$ cat config.mk
export PLATFORM = sky130hd
export DESIGN_NAME = prio_irq_ctrl
export DESIGN_NICKNAME = d
export VERILOG_FILES = /design/src/rtl/prio_irq_pkg.sv /design/src/rtl/prio_irq_pick.sv /design/src/rtl/prio_irq_capture.sv /design/src/rtl/prio_irq_inservice.sv /design/src/rtl/prio_irq_ctrl.sv
export SDC_FILE = /design/constraint.sdc
export NUM_CORES = 1
export LEC_CHECK = 0
export ABC_AREA = 1
export BUFFER_PORTS_ARGS = -buffer_cell sky130_fd_sc_hd__buf_2
export CORE_MARGIN = 2
export CORE_UTILIZATION = 57
export CTS_BUF_LIST = sky130_fd_sc_hd__clkbuf_8 sky130_fd_sc_hd__clkbuf_16
export CTS_CLUSTER_SIZE = 12
export DETAILED_ROUTE_END_ITERATION = 10
export PLACE_DENSITY = 0.79
export SYNTH_ARGS = -nofsm -noshare
export SYNTH_HDL_FRONTEND = slang
export SYNTH_SLANG_ARGS = --single-unit
$ cat constraint.sdc
create_clock -name clk -period 2.8 [get_ports clk]
set_input_delay 0.28 -clock clk [delete_from_list [all_inputs] [get_ports clk]]
set_output_delay 0.28 -clock clk [all_outputs]
set_load 0.1 [all_outputs]
$ cat src/rtl/prio_irq_pkg.sv
package prio_irq_pkg;
   // How request lines become pending flags.
   typedef enum logic {
      REQ_EDGE  = 1'b0,
      REQ_LEVEL = 1'b1
   } req_mode_e;
endpackage

$ cat src/rtl/prio_irq_pick.sv
// Finds the lowest set bit of a vector: one-hot form plus 1-based binary code.
module prio_irq_pick #(
   parameter int W      = 7,
   parameter int CODE_W = 3
) (
   input  logic [W-1:0]      vec_i,
   output logic [W-1:0]      oh_o,
   output logic [CODE_W-1:0] code_o,
   output logic              any_o
);
   always_comb begin
      oh_o   = vec_i & (~vec_i + W'(1));
      code_o = '0;
      for (int i = 0; i < W; i++) begin
         if (oh_o[i]) code_o = CODE_W'(i + 1);
      end
   end

   assign any_o = |vec_i;
endmodule

$ cat src/rtl/prio_irq_capture.sv
// Turns request lines into pending flags; the variant is picked by MODE.
module prio_irq_capture
   import prio_irq_pkg::*;
#(
   parameter int        W    = 7,
   parameter req_mode_e MODE = REQ_EDGE
) (
   input  logic         clk,
   input  logic         rst_n,
   input  logic [W-1:0] req_i,
   input  logic [W-1:0] clr_i,
   output logic [W-1:0] pend_o
);
   generate
      if (MODE == REQ_EDGE) begin : g_edge
         logic [W-1:0] req_q;
         logic [W-1:0] pend_q;
         always_ff @(posedge clk or negedge rst_n) begin
            if (!rst_n) begin
               req_q  <= '0;
               pend_q <= '0;
            end else begin
               req_q  <= req_i;
               pend_q <= (pend_q & ~clr_i) | (req_i & ~req_q);
            end
         end
         assign pend_o = pend_q;
      end else begin : g_level
         // Block a level in the cycle its grant is shown, while the device drops its line.
         logic [W-1:0] blk_q;
         always_ff @(posedge clk or negedge rst_n) begin
            if (!rst_n) blk_q <= '0;
            else        blk_q <= clr_i;
         end
         assign pend_o = req_i & ~blk_q;
      end
   endgenerate
endmodule

$ cat src/rtl/prio_irq_inservice.sv
// Set of granted-but-unfinished levels; strictly nested, so a bit mask suffices.
module prio_irq_inservice #(
   parameter int W      = 7,
   parameter int CODE_W = 3
) (
   input  logic              clk,
   input  logic              rst_n,
   input  logic [W-1:0]      push_i,
   input  logic              eos_i,
   output logic [W-1:0]      isr_o,
   output logic [CODE_W-1:0] cur_code_o,
   output logic [W-1:0]      allow_o
);
   logic [W-1:0] isr_q;
   logic [W-1:0] cur_oh;
   logic         busy;

   prio_irq_pick #(.W(W), .CODE_W(CODE_W)) u_cur (
      .vec_i  (isr_q),
      .oh_o   (cur_oh),
      .code_o (cur_code_o),
      .any_o  (busy)
   );

   // Only levels strictly more urgent than the current one may be granted.
   assign allow_o = busy ? (cur_oh - W'(1)) : '1;

   always_ff @(posedge clk or negedge rst_n) begin
      if (!rst_n) isr_q <= '0;
      else        isr_q <= (isr_q & ~(eos_i ? cur_oh : '0)) | push_i;
   end

   assign isr_o = isr_q;
endmodule

$ cat src/rtl/prio_irq_ctrl.sv
module prio_irq_ctrl
   import prio_irq_pkg::*;
#(
   parameter int        N_LEVELS = 7,
   parameter req_mode_e REQ_MODE = REQ_EDGE,
   localparam int       CODE_W   = $clog2(N_LEVELS + 1)
) (
   input  logic                clk,
   input  logic                rst_n,
   input  logic [N_LEVELS-1:0] req_i,
   input  logic                cpu_ready_i,
   input  logic                eos_i,
   output logic                ack_valid_o,
   output logic [CODE_W-1:0]   ack_code_o,
   output logic [N_LEVELS-1:0] dev_grant_o
);
   generate
      if (N_LEVELS < 2 || N_LEVELS > 255) begin : g_bad_levels
         $error("prio_irq_ctrl: N_LEVELS must lie in 2..255");
      end
   endgenerate

   logic [N_LEVELS-1:0] pend;
   logic [N_LEVELS-1:0] allow;
   logic [N_LEVELS-1:0] win_oh;
   logic [CODE_W-1:0]   win_code;
   logic                win_any;
   logic                grant_now;
   logic [N_LEVELS-1:0] push;
   logic [N_LEVELS-1:0] isr_vec;
   logic [CODE_W-1:0]   cur_code;

   prio_irq_capture #(.W(N_LEVELS), .MODE(REQ_MODE)) u_cap (
      .clk    (clk),
      .rst_n  (rst_n),
      .req_i  (req_i),
      .clr_i  (push),
      .pend_o (pend)
   );

   prio_irq_pick #(.W(N_LEVELS), .CODE_W(CODE_W)) u_win (
      .vec_i  (pend & allow),
      .oh_o   (win_oh),
      .code_o (win_code),
      .any_o  (win_any)
   );

   assign grant_now = cpu_ready_i & win_any;
   assign push      = grant_now ? win_oh : '0;

   prio_irq_inservice #(.W(N_LEVELS), .CODE_W(CODE_W)) u_isr (
      .clk        (clk),
      .rst_n      (rst_n),
      .push_i     (push),
      .eos_i      (eos_i),
      .isr_o      (isr_vec),
      .cur_code_o (cur_code),
      .allow_o    (allow)
   );

   always_ff @(posedge clk or negedge rst_n) begin
      if (!rst_n) begin
         ack_valid_o <= 1'b0;
         ack_code_o  <= '0;
      end else begin
         ack_valid_o <= grant_now;
         ack_code_o  <= grant_now ? win_code : '0;
      end
   end

   // Each device compares the shared code with its own level number.
   generate
      for (genvar k = 0; k < N_LEVELS; k++) begin : g_dev
         assign dev_grant_o[k] = ack_valid_o && (ack_code_o == CODE_W'(k + 1));
      end
   endgenerate
endmodule

Word level (Yosys, flattened, before mapping)
Cells that the tools add are included.
- muxes and demuxes: 11
- equality and inequality tests: 7
- reductions and logical operators: 9
- $add $sub $neg: 3
- bitwise gates (word level): 14
- operators by type and width (operator ; number):
    7-bit bitwise AND ; 6
    7-bit inverter ; 5
    7-bit two-way mux ; 3
    3-bit two-way mux ; 5
    7-bit by 1-bit adder with 7-bit output, second input constant ; 2
    7-bit OR ; 2
    7-bit OR reduction ; 2
    3-bit equality test, second input constant ; 4
    1-bit logical AND ; 7
    7-bit by 1-bit subtractor with 7-bit output, second input constant ; 1
    3-bit by 2-bit equality test with 1-bit output, second input constant ; 2
    2-bit two-way mux ; 2
    3-bit by 1-bit equality test with 1-bit output, second input constant ; 1
    1-bit bitwise AND ; 1
    1-bit two-way mux ; 1
- word-level logic and storage cells: 49
- register bits after elaboration: 25

Logic depth before layout (Yosys ltp)
- depth after elaboration: 17
- mapped depth: 9
- depth with buffers taken out: 9

Modules after synthesis
From an unflattened synthesis, not the netlist that was laid out.
- cell total of the unflattened synthesis: 210
- area total of the unflattened synthesis: 1500.2 um2
- by module, submodules not included (module ; times used ; cells an instance ; area an instance (um2)):
    prio_irq_capture ; 1 ; 49 ; 481.7
    prio_irq_inservice ; 1 ; 50 ; 401.6
    prio_irq_ctrl ; 1 ; 57 ; 334.1
    prio_irq_pick ; 2 ; 27 ; 141.4

Worst setup path before layout
Ideal clock, no wire load.
- kind: register to output
- from: register ack_valid_o
- to: output port dev_grant_o[3]
- cell stages (with the launch flop): 3
- path buffers: 0
- path slack: -705 ps
- arrival: 3225 ps
- cells stage by stage: dfrtp_1 -> nand2_1 -> nor3_1
- longest elaborated chain between the ends: 1
- ends and longest elaborated chain (item ; line ; source):
    start: declaration ; prio_irq_ctrl.sv:13 ; output logic ack_valid_o,
    start signal: assignment ; prio_irq_ctrl.sv:66 ; ack_valid_o <= grant_now;
    1-bit logical AND ; prio_irq_ctrl.sv:74 ; assign dev_grant_o[k] = ack_valid_o && (ack_code_o == CODE_W'(k + 1));
    end: declaration ; prio_irq_ctrl.sv:15 ; output logic [N_LEVELS-1:0] dev_grant_o
No other way between the ends.

Final worst setup path
- from: register ack_code_o[1]
- to: output port dev_grant_o[1]
- longest elaborated chain between the ends: 2
- ends and longest elaborated chain (item ; line ; source):
    start: declaration ; prio_irq_ctrl.sv:14 ; output logic [CODE_W-1:0] ack_code_o,
    start signal: assignment ; prio_irq_ctrl.sv:67 ; ack_code_o <= grant_now ? win_code : '0;
    3-bit by 2-bit equality test with 1-bit output ; prio_irq_ctrl.sv:74 ;
    1-bit logical AND ; prio_irq_ctrl.sv:74 ;
No other way between the ends.

==> results_tabular.tex <==
\begin{tabular}{lr}
\hline
Metric & Value \\
\hline
\multicolumn{2}{l}{\textbf{Outcome}} \\
\quad Status & finished with violations \\
\quad Violated checks & hold timing \\
\multicolumn{2}{l}{\textbf{Clock tree}} \\
\quad \# H-tree levels & 1 \\
\quad Buffer cell driving the clock tree root & clkbuf\_8 \\
\quad CTS tree & done \\
\quad Sink Count & 25 \\
\quad Number of buffers added for setup after CTS & 0 \\
\quad Hold\_buf cts & 0 \\
\quad Worst-case clock buffer depth & 2 \\
\quad CTS buffer count & 3 \\
\quad Clock transition time at the flip-flop clock pins of the worst setup and hold paths & approximately 0.080 ns \\
\quad Number of cells upsized or downsized after cts & 0 \\
\quad Clock insertion delay at the later pin of the skew report & $\sim$0.26 ns \\
\multicolumn{2}{l}{\textbf{Routing}} \\
\quad First-pass detailed-route iteration total & 4 \\
\quad Routed WL & $\sim$2.1 mm \\
\quad Via density per instance & 4.90 \\
\quad Number of nets still failing antenna checks after routing & 0 \\
\quad DRC violation count after routing & 0 \\
\quad Drt wl/cell & $\sim$11 um \\
\quad Total vias in the final route & approximately 900 \\
\quad Number of DRC markers in iteration 0 & 16 \\
\multicolumn{2}{l}{\textbf{Timing}} \\
\quad Relative slew slack & 0.642 \\
\quad Fin. Hold Viols & 25 \\
\quad Number of setup violations in the final report & 0 \\
\quad Unrepaired setup endpoints after global routing & false \\
\quad Final critical delay including setup and external delays & roughly 1.8 ns \\
\quad Max Clock Freq & roughly 550 MHz \\
\quad Hold WS & -0.0146 ns \\
\quad Pins Over Slew Limit & 0 \\
\quad Final worst-path setup slack & approximately 1 ns \\
\quad Final clock skew & approximately 0.0025 ns \\
\quad Part of the cycle the worst path needs & 0.650 \\
\quad Transition at the pin with the smallest max-transition slack & $\sim$0.54 ns \\
\multicolumn{2}{l}{\textbf{Critical path}} \\
\quad Worst reg-to-reg setup slack & 1.35 ns \\
\quad Worst-path maximum fanout & 4 \\
\quad End of the worst register-to-register path & u\_cap.pend\_o[4]\$\_DFF\_PN0\_ \\
\quad Critical path capture point type & output port \\
\quad Source of the critical timing path & ack\_code\_o[1]\$\_DFF\_PN0\_ \\
\quad Critical path arrival & 1.54 ns \\
\quad Beginning of the worst register-to-register path & u\_isr.isr\_o[2]\$\_DFF\_PN0\_ \\
\quad Crit Path Category & reg2out \\
\quad Crit path launch type & flop \\
\quad Required time worst endpoint & 2.52 ns \\
\quad Path depth of the worst reg2reg path & 8 \\
\multicolumn{2}{l}{\textbf{Floorplanning}} \\
\quad Chip width & 48.9 um \\
\quad Die span in y & roughly 50 um \\
\quad Top Ports & 22 \\
\quad Row count & 16 \\
\quad Starting density of the core & 0.598 \\
\quad CORE AREA & between 1500 and 2000 um\^{}2 \\
\quad DIE AREA & about 2400 um\^{}2 \\
\multicolumn{2}{l}{\textbf{GRT}} \\
\quad Number of antenna violations at the first check in global routing & 0 \\
\quad Vias in the first global route & just over 900 \\
\quad First-pass GRT wire length & around 3.6 mm \\
\quad Largest net degree at the start of global routing & 26 \\
\quad Remaining Overflow, GRT & 0 \\
\quad Global-route usage over all layers & 0.195 \\
\multicolumn{2}{l}{\textbf{Synth}} \\
\quad Synth Cell Area & 1150 um\^{}2 \\
\quad Syn\_nets & about 140 \\
\quad Compound-Gate Fraction of Synth Area & 0.0784 \\
\quad Simple-gate share of the synthesized area & 0.298 \\
\quad Synth Area in Adders & 0 \\
\quad Yosys synthesis warning count & 0 \\
\quad Syn avg cell area & 8.70 um\^{}2 \\
\quad Synth Flop Type & dfrtp\_1 \\
\quad Async set or reset register ratio after synthesis & 1.00 \\
\quad Yosys cell types & 20 \\
\quad Multiplexer share of the synthesized area & 0 \\
\quad Number of enable-type register cells in the synthesized netlist & 0 \\
\quad Share of the synthesized netlist area taken by xor and xnor gates & 0 \\
\quad Combinational family with the most area after synthesis & simple AND/OR/NAND/NOR gates \\
\quad Sequential-to-total area share from yosys stat & 0.545 \\
\quad Number of cells produced by synthesis & approximately 130 \\
\quad Count of state elements after synthesis & 25 \\
\multicolumn{2}{l}{\textbf{Run}} \\
\quad Max-cap check violation count & 0 \\
\multicolumn{2}{l}{\textbf{Hold path}} \\
\quad Worst min-delay path category & in2async \\
\multicolumn{2}{l}{\textbf{Place}} \\
\quad Count of buffers inserted at the top-level ports & 21 \\
\quad Cell total after placement & between 150 and 200 \\
\quad Post-detailed-placement half-perimeter wirelength & between 1.5 and 2 mm \\
\quad Worst slack after detailed placement & $\sim$1.3 ns \\
\quad Routability congestion estimate from global placement & approximately 0.8 \\
\multicolumn{2}{l}{\textbf{Finish}} \\
\quad Antenna diode count & 0 \\
\quad Final cell count without fillers & 184 \\
\quad Layout cells sized above 1 & 0.274 \\
\quad Count of nets after finishing & 169 \\
\quad Multi-input gate area & 438 um\^{}2 \\
\quad Final core occ & 0.697 \\
\quad \# fillers & 157 \\
\quad Area Growth Syn to Fin & 16.6\% \\
\quad Sequential cell area & 626 um\^{}2 \\
\multicolumn{2}{l}{\textbf{Power and ir drop}} \\
\quad Leakage & 0.755 nW \\
\quad IR Drop Worst-Case VDD & between 700 and 800 uV \\
\quad Design Power & between 0.0015 and 0.002 W \\
\quad Pwr dens & approximately 1200 nW/um\^{}2 \\
\hline
\end{tabular}
through the flow:
| step | instance area (um^2) | setup TNS [ns] |
|---|---|---|
| after floorplan | 1150 | -0.222 |
| after global placement | 1290 | 0 |
| after detailed placement | 1290 | 0 |
| after CTS | 1340 | 0 |
| after global routing | 1340 | 0 |
| final | 1340 | 0 |
worst max-delay path, stage by stage, from the launching register on:
cell and delay, ns:
dfrtp_1 0.40, inv_1 0.07, or2_2 0.28, nor2_1 0.09
buf_2 0.43
layout by cell type (no fill, tap or decap), drive strengths merged:
cell / count
a21oi: 2
buf: 21
clkbuf: 3
clkinv: 1
dfrtp: 25
inv: 24
nand2: 34
nand3: 8
nand3b: 1
nand4: 2
nor2: 15
nor3: 4
o21ai: 13
o31ai: 2
or2: 2
cells in the mapped netlist, types with 2 or more instances:
| cell | instances | area share |
|---|---|---|
| o21ai_1 | 3 | 0.013 |
| nand4_1 | 2 | 0.011 |
| o21ai_0 | 10 | 0.044 |
| a21oi_1 | 2 | 0.0087 |
| nand2_2 | 4 | 0.022 |
| o31ai_1 | 2 | 0.013 |
| inv_1 | 23 | 0.075 |
| nor2_4 | 2 | 0.020 |
| nand3_1 | 5 | 0.022 |
| nor2_1 | 10 | 0.033 |
| nor2_2 | 3 | 0.016 |
| nand3_2 | 3 | 0.026 |
| nand2_1 | 29 | 0.095 |
| or2_2 | 2 | 0.011 |
| dfrtp_1 | 25 | 0.54 |
| nor3_1 | 3 | 0.013 |
worst max path at each step:
stage	end	depth (start not counted)	slack, ns
4_1_cts	dev_grant_o[1]	4	0.96
2_1_floorplan	dev_grant_o[1]	3	-0.11
3_5_place_dp	dev_grant_o[1]	4	1.26
3_3_place_gp	dev_grant_o[1]	3	1.32
5_1_grt	dev_grant_o[5]	4	0.93
6_report	dev_grant_o[1]	4	0.98
state kept, by name (all words and copies together) (netlist names):
name / count
u_cap.g_edge.req_q: 7
u_cap.pend_o: 7
u_isr.isr_o: 7
ack_code_o: 3
ack_valid_o: 1
final cells by class:
cell class | count | share of cell area
repair buffers | 21 | 0.0785
well taps | 27 | 0.0252
flip-flops and latches | 25 | 0.467
inverters | 24 | 0.0673
clock buffers | 3 | 0.0308
clock inverters | 1 | 0.00374
multi-input cells | 83 | 0.327
metal layers:
metal  track usage  vias up  part of all wire
li1              -      465                 -
met4        0.0857        0             0.017
met1         0.229      408              0.43
met3        0.0153        4             0.035
met5             0        -                 0
met2         0.363       25              0.52
power breakdown:
part	internal (W)	total (W)	switching, W
clock network	0.0000994	0.000209	0.000109
logic	0.000228	0.000882	0.000655
registers	0.000473	0.000563	0.0000902
logic make-up (layout without fill, tap and decap cells):
family                 Yosys count  count (layout)
AOI/OAI and AO/OA               17              17
DFF                             25              25
and+or+nand+nor                 66              66
buffers and inverters           24              49
Note: power is estimated with default switching activity, not from simulation.
